$ cat src/rtl/bcd_ud_pkg.sv
package bcd_ud_pkg;

  typedef enum logic [1:0] {
    STEP_HOLD = 2'd0,
    STEP_UP   = 2'd1,
    STEP_DOWN = 2'd2,
    STEP_LOAD = 2'd3
  } step_e;

  // Decade successor, including the recovery path for codes 10..15.
  function automatic logic [3:0] dec_succ(input logic [3:0] v);
    logic [3:0] r;
    case (v)
      4'd9:    r = 4'd0;
      4'd10:   r = 4'd11;
      4'd11:   r = 4'd6;
      4'd12:   r = 4'd13;
      4'd13:   r = 4'd4;
      4'd14:   r = 4'd15;
      4'd15:   r = 4'd2;
      default: r = v + 4'd1;
    endcase
    return r;
  endfunction

  // Decade predecessor, including the recovery path for codes 10..15.
  function automatic logic [3:0] dec_pred(input logic [3:0] v);
    logic [3:0] r;
    case (v)
      4'd0:    r = 4'd9;
      4'd10:   r = 4'd9;
      4'd11:   r = 4'd10;
      4'd12:   r = 4'd3;
      4'd13:   r = 4'd12;
      4'd14:   r = 4'd5;
      4'd15:   r = 4'd14;
      default: r = v - 4'd1;
    endcase
    return r;
  endfunction

endpackage

$ cat src/rtl/bcd_ud_sync_edge.sv
module bcd_ud_sync_edge #(
  parameter int STAGES = 2
) (
  input  logic clk,
  input  logic clr,
  input  logic din,
  output logic level_o,
  output logic rise_o
);
  logic [STAGES-1:0] chain_q;
  logic              prev_q;

  // Synchronizer chain; idle level of a count input is high.
  for (genvar s = 0; s < STAGES; s++) begin : g_stage
    if (s == 0) begin : g_first
      always_ff @(posedge clk or posedge clr) begin
        if (clr) chain_q[0] <= 1'b1;
        else     chain_q[0] <= din;
      end
    end else begin : g_next
      always_ff @(posedge clk or posedge clr) begin
        if (clr) chain_q[s] <= 1'b1;
        else     chain_q[s] <= chain_q[s-1];
      end
    end
  end

  always_ff @(posedge clk or posedge clr) begin
    if (clr) prev_q <= 1'b1;
    else     prev_q <= chain_q[STAGES-1];
  end

  assign level_o = chain_q[STAGES-1];
  assign rise_o  = chain_q[STAGES-1] & ~prev_q;

endmodule

$ cat src/rtl/bcd_ud_step.sv
module bcd_ud_step
  import bcd_ud_pkg::*;
#(
  parameter int W      = 4,
  parameter bit DECADE = 1'b1
) (
  input  logic [W-1:0] cur_i,
  input  step_e        step_i,
  input  logic [W-1:0] preset_i,
  output logic [W-1:0] nxt_o
);
  logic [W-1:0] succ_w;
  logic [W-1:0] pred_w;

  if (DECADE) begin : g_decade
    assign succ_w = dec_succ(cur_i);
    assign pred_w = dec_pred(cur_i);
  end else begin : g_binary
    assign succ_w = cur_i + 1'b1;
    assign pred_w = cur_i - 1'b1;
  end

  always_comb begin
    case (step_i)
      STEP_UP:   nxt_o = succ_w;
      STEP_DOWN: nxt_o = pred_w;
      STEP_LOAD: nxt_o = preset_i;
      default:   nxt_o = cur_i;
    endcase
  end

endmodule

$ cat src/rtl/bcd_updown_counter.sv
module bcd_updown_counter
  import bcd_ud_pkg::*;
#(
  parameter int W           = 4,
  parameter bit DECADE      = 1'b1,
  parameter int SYNC_STAGES = 2
) (
  input  logic         clk,
  input  logic         clear_i,
  input  logic         load_n_i,
  input  logic [W-1:0] preset_i,
  input  logic         up_i,
  input  logic         dn_i,
  output logic [W-1:0] count_o,
  output logic         carry_n_o,
  output logic         borrow_n_o
);
  localparam logic [W-1:0] TOP  = DECADE ? W'(9) : {W{1'b1}};
  localparam logic [W-1:0] NINE = W'(9);

  logic         up_lvl, up_rise, dn_lvl, dn_rise;
  logic         both_rise;
  step_e        step;
  logic [W-1:0] count_q, count_nxt;

  bcd_ud_sync_edge #(.STAGES(SYNC_STAGES)) u_up_sync (
    .clk(clk), .clr(clear_i), .din(up_i), .level_o(up_lvl), .rise_o(up_rise)
  );

  bcd_ud_sync_edge #(.STAGES(SYNC_STAGES)) u_dn_sync (
    .clk(clk), .clr(clear_i), .din(dn_i), .level_o(dn_lvl), .rise_o(dn_rise)
  );

  assign both_rise = up_rise & dn_rise;

  // Priority: load, then simultaneous edges, then up, then down.
  always_comb begin
    if (!load_n_i)                step = STEP_LOAD;
    else if (both_rise)           step = STEP_HOLD;
    else if (up_rise && dn_lvl)   step = STEP_UP;
    else if (dn_rise && up_lvl)   step = STEP_DOWN;
    else                          step = STEP_HOLD;
  end

  bcd_ud_step #(.W(W), .DECADE(DECADE)) u_step (
    .cur_i(count_q), .step_i(step), .preset_i(preset_i), .nxt_o(count_nxt)
  );

  always_ff @(posedge clk or posedge clear_i) begin
    if (clear_i) count_q <= '0;
    else         count_q <= count_nxt;
  end

  assign count_o    = count_q;
  assign carry_n_o  = ~((count_q == TOP) & ~up_lvl);
  assign borrow_n_o = ~((count_q == '0) & ~dn_lvl);

  // ---------------- assertions ----------------
  assert_clear_zero_R1: assert property (@(posedge clk)
    clear_i |-> (count_o == '0 && carry_n_o && borrow_n_o));

  assert_load_copies_R2: assert property (@(posedge clk) disable iff (clear_i)
    !load_n_i |=> count_o == $past(preset_i));

  assert_up_step_R3: assert property (@(posedge clk) disable iff (clear_i)
    (step == STEP_UP && count_q < TOP) |=> count_o == $past(count_q) + 1'b1);

  assert_up_blocked_R3: assert property (@(posedge clk) disable iff (clear_i)
    (load_n_i && !dn_lvl && !dn_rise) |=> $stable(count_o));

  assert_down_step_R4: assert property (@(posedge clk) disable iff (clear_i)
    (step == STEP_DOWN && count_q != '0 && count_q <= TOP) |=> count_o == $past(count_q) - 1'b1);

  assert_both_hold_R5: assert property (@(posedge clk) disable iff (clear_i)
    (both_rise && load_n_i) |=> $stable(count_o));

  assert_carry_at_top_R6: assert property (@(posedge clk) disable iff (clear_i)
    !carry_n_o |-> count_o == TOP);

  assert_borrow_at_zero_R7: assert property (@(posedge clk) disable iff (clear_i)
    !borrow_n_o |-> count_o == '0);

  assert_wrap_up_R8: assert property (@(posedge clk) disable iff (clear_i)
    (step == STEP_UP && count_q == TOP) |=> count_o == '0);

  assert_wrap_down_R8: assert property (@(posedge clk) disable iff (clear_i)
    (step == STEP_DOWN && count_q == '0) |=> count_o == TOP);

  if (DECADE) begin : g_dec_chk
    assert_odd_illegal_up_R9: assert property (@(posedge clk) disable iff (clear_i)
      (step == STEP_UP && count_q > NINE && count_q[0]) |=> count_o <= NINE);
    assert_illegal_down_R10: assert property (@(posedge clk) disable iff (clear_i)
      (step == STEP_DOWN && count_q > NINE) |=> (count_o <= NINE || count_o[0] == 1'b0));
  end

endmodule

$ cat config.mk
export PLATFORM = sky130hd
export DESIGN_NAME = bcd_updown_counter
export DESIGN_NICKNAME = d
export VERILOG_FILES = /design/src/rtl/bcd_ud_pkg.sv /design/src/rtl/bcd_ud_sync_edge.sv /design/src/rtl/bcd_ud_step.sv /design/src/rtl/bcd_updown_counter.sv
export SDC_FILE = /design/constraint.sdc
export NUM_CORES = 1
export LEC_CHECK = 0
export BUFFER_PORTS_ARGS = -buffer_cell sky130_fd_sc_hd__buf_2
export CORE_MARGIN = 5
export CORE_UTILIZATION = 50
export DETAILED_ROUTE_END_ITERATION = 6
export HOLD_SLACK_MARGIN = 0.12
export PLACE_DENSITY = 0.74
export SLEW_MARGIN = 20
export SYNTH_ARGS = -nofsm -noshare
export SYNTH_HDL_FRONTEND = slang
export SYNTH_SLANG_ARGS = --single-unit
$ cat constraint.sdc
create_clock -name clk -period 1.9 [get_ports clk]
set_input_delay 0.095 -clock clk [delete_from_list [all_inputs] [get_ports clk]]
set_output_delay 0.095 -clock clk [all_outputs]
set_load 0.02 [all_outputs]
==> flow_summary_export.csv <==
group,metric,value,unit
synth,ys_seq_area_share,37.9,%
worst_setup_path,slowest_delay,460,ps
global_routing,grt_use_met2,25.7,%
worst_setup_path,crit_family,"flip-flops",
clocking,cts_sinks,10,
die,io_pins,15,
power,power,0.873,mW
power,switching_share,39.7,%
cells_and_area,fillers,119,
worst_setup_path,cp_max_fo,8,
place,gp_congestion,0.977,
synth,muxShareOfSynthArea,0,%
synth,synthMostInstantiatedCell,"nor2_1",
routing,ant_nets,0,
synth,ys_warn_count,0,
global_routing,antenna_found_initial,0,
synth,synth_compound_area_share,29.5,%
clocking,clk_pin_slew,70,ps
worst_setup_path,cp_cell_sequence,"inv_1 > ha_4 > nand2b_1 > or3_1 > buf_2",
synth,yosysTopAreaCellShare,23.2,%
timing,relSlewSlack,74.9,%
global_routing,grt_max_degree,14,
synth,ys_top_cells_by_area,"dfstp_2 (23%), dfrtp_1 (15%), ha_1 (7.4%), o21ai_1 (4.4%), nor2_1 (3.9%)",
synth,synthAdderAreaFrac,7.37,%
timing,finalCriticalPeriod,1760,ps
place,pre_cts_ws,110,ps
die,core,0.00130,mm2
synth,synth_top_family_by_area,"compound AO/OA/AOI/OAI gates",
synth,synthSimpleGateAreaFrac,16.9,%
outcome,status,"complete, no violations",
global_routing,grt_util_met3,6.51,%
timing,post-route-period-util,92.9,%
clocking,postCtsSetupRepairBufs,0,
cells_and_area,area_delta_synth_final,23.6,%
synth,avgSynthCellArea,8.82,um2
global_routing,grt_pass1_vias,614,
place,dp_hpwl,1140,um
power,p_clk_share,21.6,%
routing,wl,1620,um
timing,maxSlewViolCount,0,
job,maxCapViolCount,0,
synth,synthTopCellsByCount,"nor2_1 (7), dfstp_2 (6), inv_1 (6), o21ai_1 (6)",
routing,drc,0,
clocking,clk_latency,260,ps
die,die_x,46.9,um
die,rows,13,
power,cellInternalPower,0.526,mW
cells_and_area,drive_gt1_share,29.9,%
worst_setup_path,worstSetupPathType,"flop to output port",
synth,synthesis.area,679,um2
die,die_h,46.9,um
global_routing,grt_pass1_wl,2700,um
routing,drt_iter0_markers,21,
synth,syn-num-nets,90,
timing,worst_pin_slew,376,ps
synth,yosys_register_bits,10,
cells_and_area,antenna_cells,0,
power,p_leak,0.348,nW
synth,synth_edf_count,0,
worst_setup_path,cp-end-kind,"output port",
timing,finalHoldViolations,0,
synth,synth_top_flop_cell,"dfstp_2",
worst_setup_path,path_buf_inv,2,
clocking,cts_max_path_buffers,2,
timing,rsz0062_at_grt,"false",
global_routing,grtUsageMet1,24.4,%
clocking,cts_tree,"yes",
timing,setup_viol,0,
global_routing,gr-total-overflow,0,
synth,async_reset_ff_share,100,%
timing,clock_skew,2.91,ps
power,powerDensity,1040,mW/mm2
synth,synth_top_cell_by_area,"dfstp_2",
cells_and_area,final_cells,112,
routing,detail_route.first_pass.iterations,4,
global_routing,grt.busiest_layer,"met2",
synth,synth_cell_types,29,
power,power_frac_seq,33.9,%
die,initial_core_util,52.2,%
worst_setup_path,cpMaxStageDelayCell,"dfrtp_2",
power,p_switching,0.347,mW
timing,fin_hold_ws,184,ps
worst_hold_path,hp-class,"input port to flop",
place,dp_cells,105,
clocking,numCtsBuffers,3,
power,comb_power_share,44.5,%
timing,postLayoutSetupSlackWorst,136,ps
routing,routedWlPerCell,14.4,um
cells_and_area,finalNetCount,111,
clocking,cts_root_buf,"clkbuf_4",
place,portBuffers,14,
die,dieArea,0.00220,mm2
global_routing,grt_usage,17.2,%
timing,max_freq,567,MHz
synth,synth_xor_area_share,2.58,%
clocking,htree_levels,1,
worst_setup_path,worst_ep_arrival_time,1670,ps
worst_setup_path,start_kind,"flop",
synth,synthCells,77,
worst_setup_path,required,1800,ps
timing,setup_tns,0,ps
power,ir_worst_vdd,686,uV
routing,via_per_inst,5.88,
routing,num_vias,659,
-- registers in the layout, indices dropped and copies added, names as in the netlist --
name and cells:
count_o 4, u_up_sync.level_o 1, u_dn_sync.prev_q 1, u_up_sync.prev_q 1
u_dn_sync.chain_q 1, u_dn_sync.level_o 1, u_up_sync.chain_q 1
-- power groups by stage --
stage	Clock, mW	Sequential (mW)	Combinational (mW)
after floorplan	0	0.306	0.267
after global placement	0	0.296	0.357
after detailed placement	0	0.298	0.357
after CTS	0.195	0.294	0.365
after global routing	0.210	0.305	0.428
final	0.188	0.296	0.388
-- path summary, 6_finish.rpt --
check,startpoint,endpoint,slack (ps),depth (start not counted)
setup / recovery,count_o[0]$_DFFE_PP0P_,borrow_n_o,140,5
hold / removal,preset_i[3],count_o[3]$_DFFE_PP0P_,180,4
setup reg to reg,count_o[1]$_DFFE_PP0P_,count_o[2]$_DFFE_PP0P_,190,6
hold reg to reg,u_up_sync.chain_q[0]$_DFF_PP1_,u_up_sync.level_o$_DFF_PP1_,360,0
max in group asynchronous,clear_i,u_up_sync.level_o$_DFF_PP1_,1250,3
min in group asynchronous,clear_i,count_o[2]$_DFFE_PP0P_,340,3
-- cells by family (layout without fill, tap and decap cells) --
family | Yosys count | count (layout)
AO/OA/AOI/OAI | 31 | 31
XOR/XNOR | 2 | 2
adder cells (fa/ha/maj) | 4 | 4
buffers and inverters | 8 | 28
flip-flops | 10 | 10
AND/OR/NAND/NOR | 22 | 22
-- final cells by class --
class	instances	area, um2	area share [%]
clock buffer	4	36.3	4.32
inverter	6	22.5	2.68
multi-input combinational	59	395	47.1
sequential	10	259	30.8
tap	15	18.8	2.24
timing repair buffer	18	108	12.8
-- worst min-delay path, cell delays in order --
cell and delay [ps]:
buf_2 70, nor2b_1 130, a21oi_1 50, nand3_1 60
-- what timing repair did --
item	4_1_cts	5_1_grt
gates resized for setup	0	3
endpoints found under the setup margin	0	2
hold buffers	3	0
hold endpoints to repair	12	0
-- cell usage in the layout, fill, tap and decap left out, types with 2 or more instances in the layout --
cell            n
clkbuf_4        3
o31ai_1         2
xnor2_1         2
dfstp_2         6
nor2b_1         2
ha_1            3
nand2_1         3
nand3b_1        2
a21oi_1         5
dfrtp_1         3
nor2_1          7
nand2b_1        2
dlygate4sd3_1   3
nand3_1         3
o21a_1          2
o2111ai_1       2
inv_1           6
o22ai_1         3
o21ai_1         6
buf_2          14
o21ai_0         5
-- routing by layer --
| layer | share of wire (%) | up-vias |
|---|---|---|
| li1 | - | 323 |
| met1 | 47 | 306 |
| met2 | 46 | 30 |
| met3 | 6.9 | 0 |
| met4 | 0 | 0 |
| met5 | 0 | - |
-- through the flow --
step | cell area (um2) | utilization [%]
2_1_floorplan | 679 | -
3_3_place_gp | 759 | 58.4
3_5_place_dp | 759 | 58.4
4_1_cts | 826 | 63.5
5_1_grt | 840 | 64.5
6_report | 840 | 64.5
(Power assumes the default switching activity.)
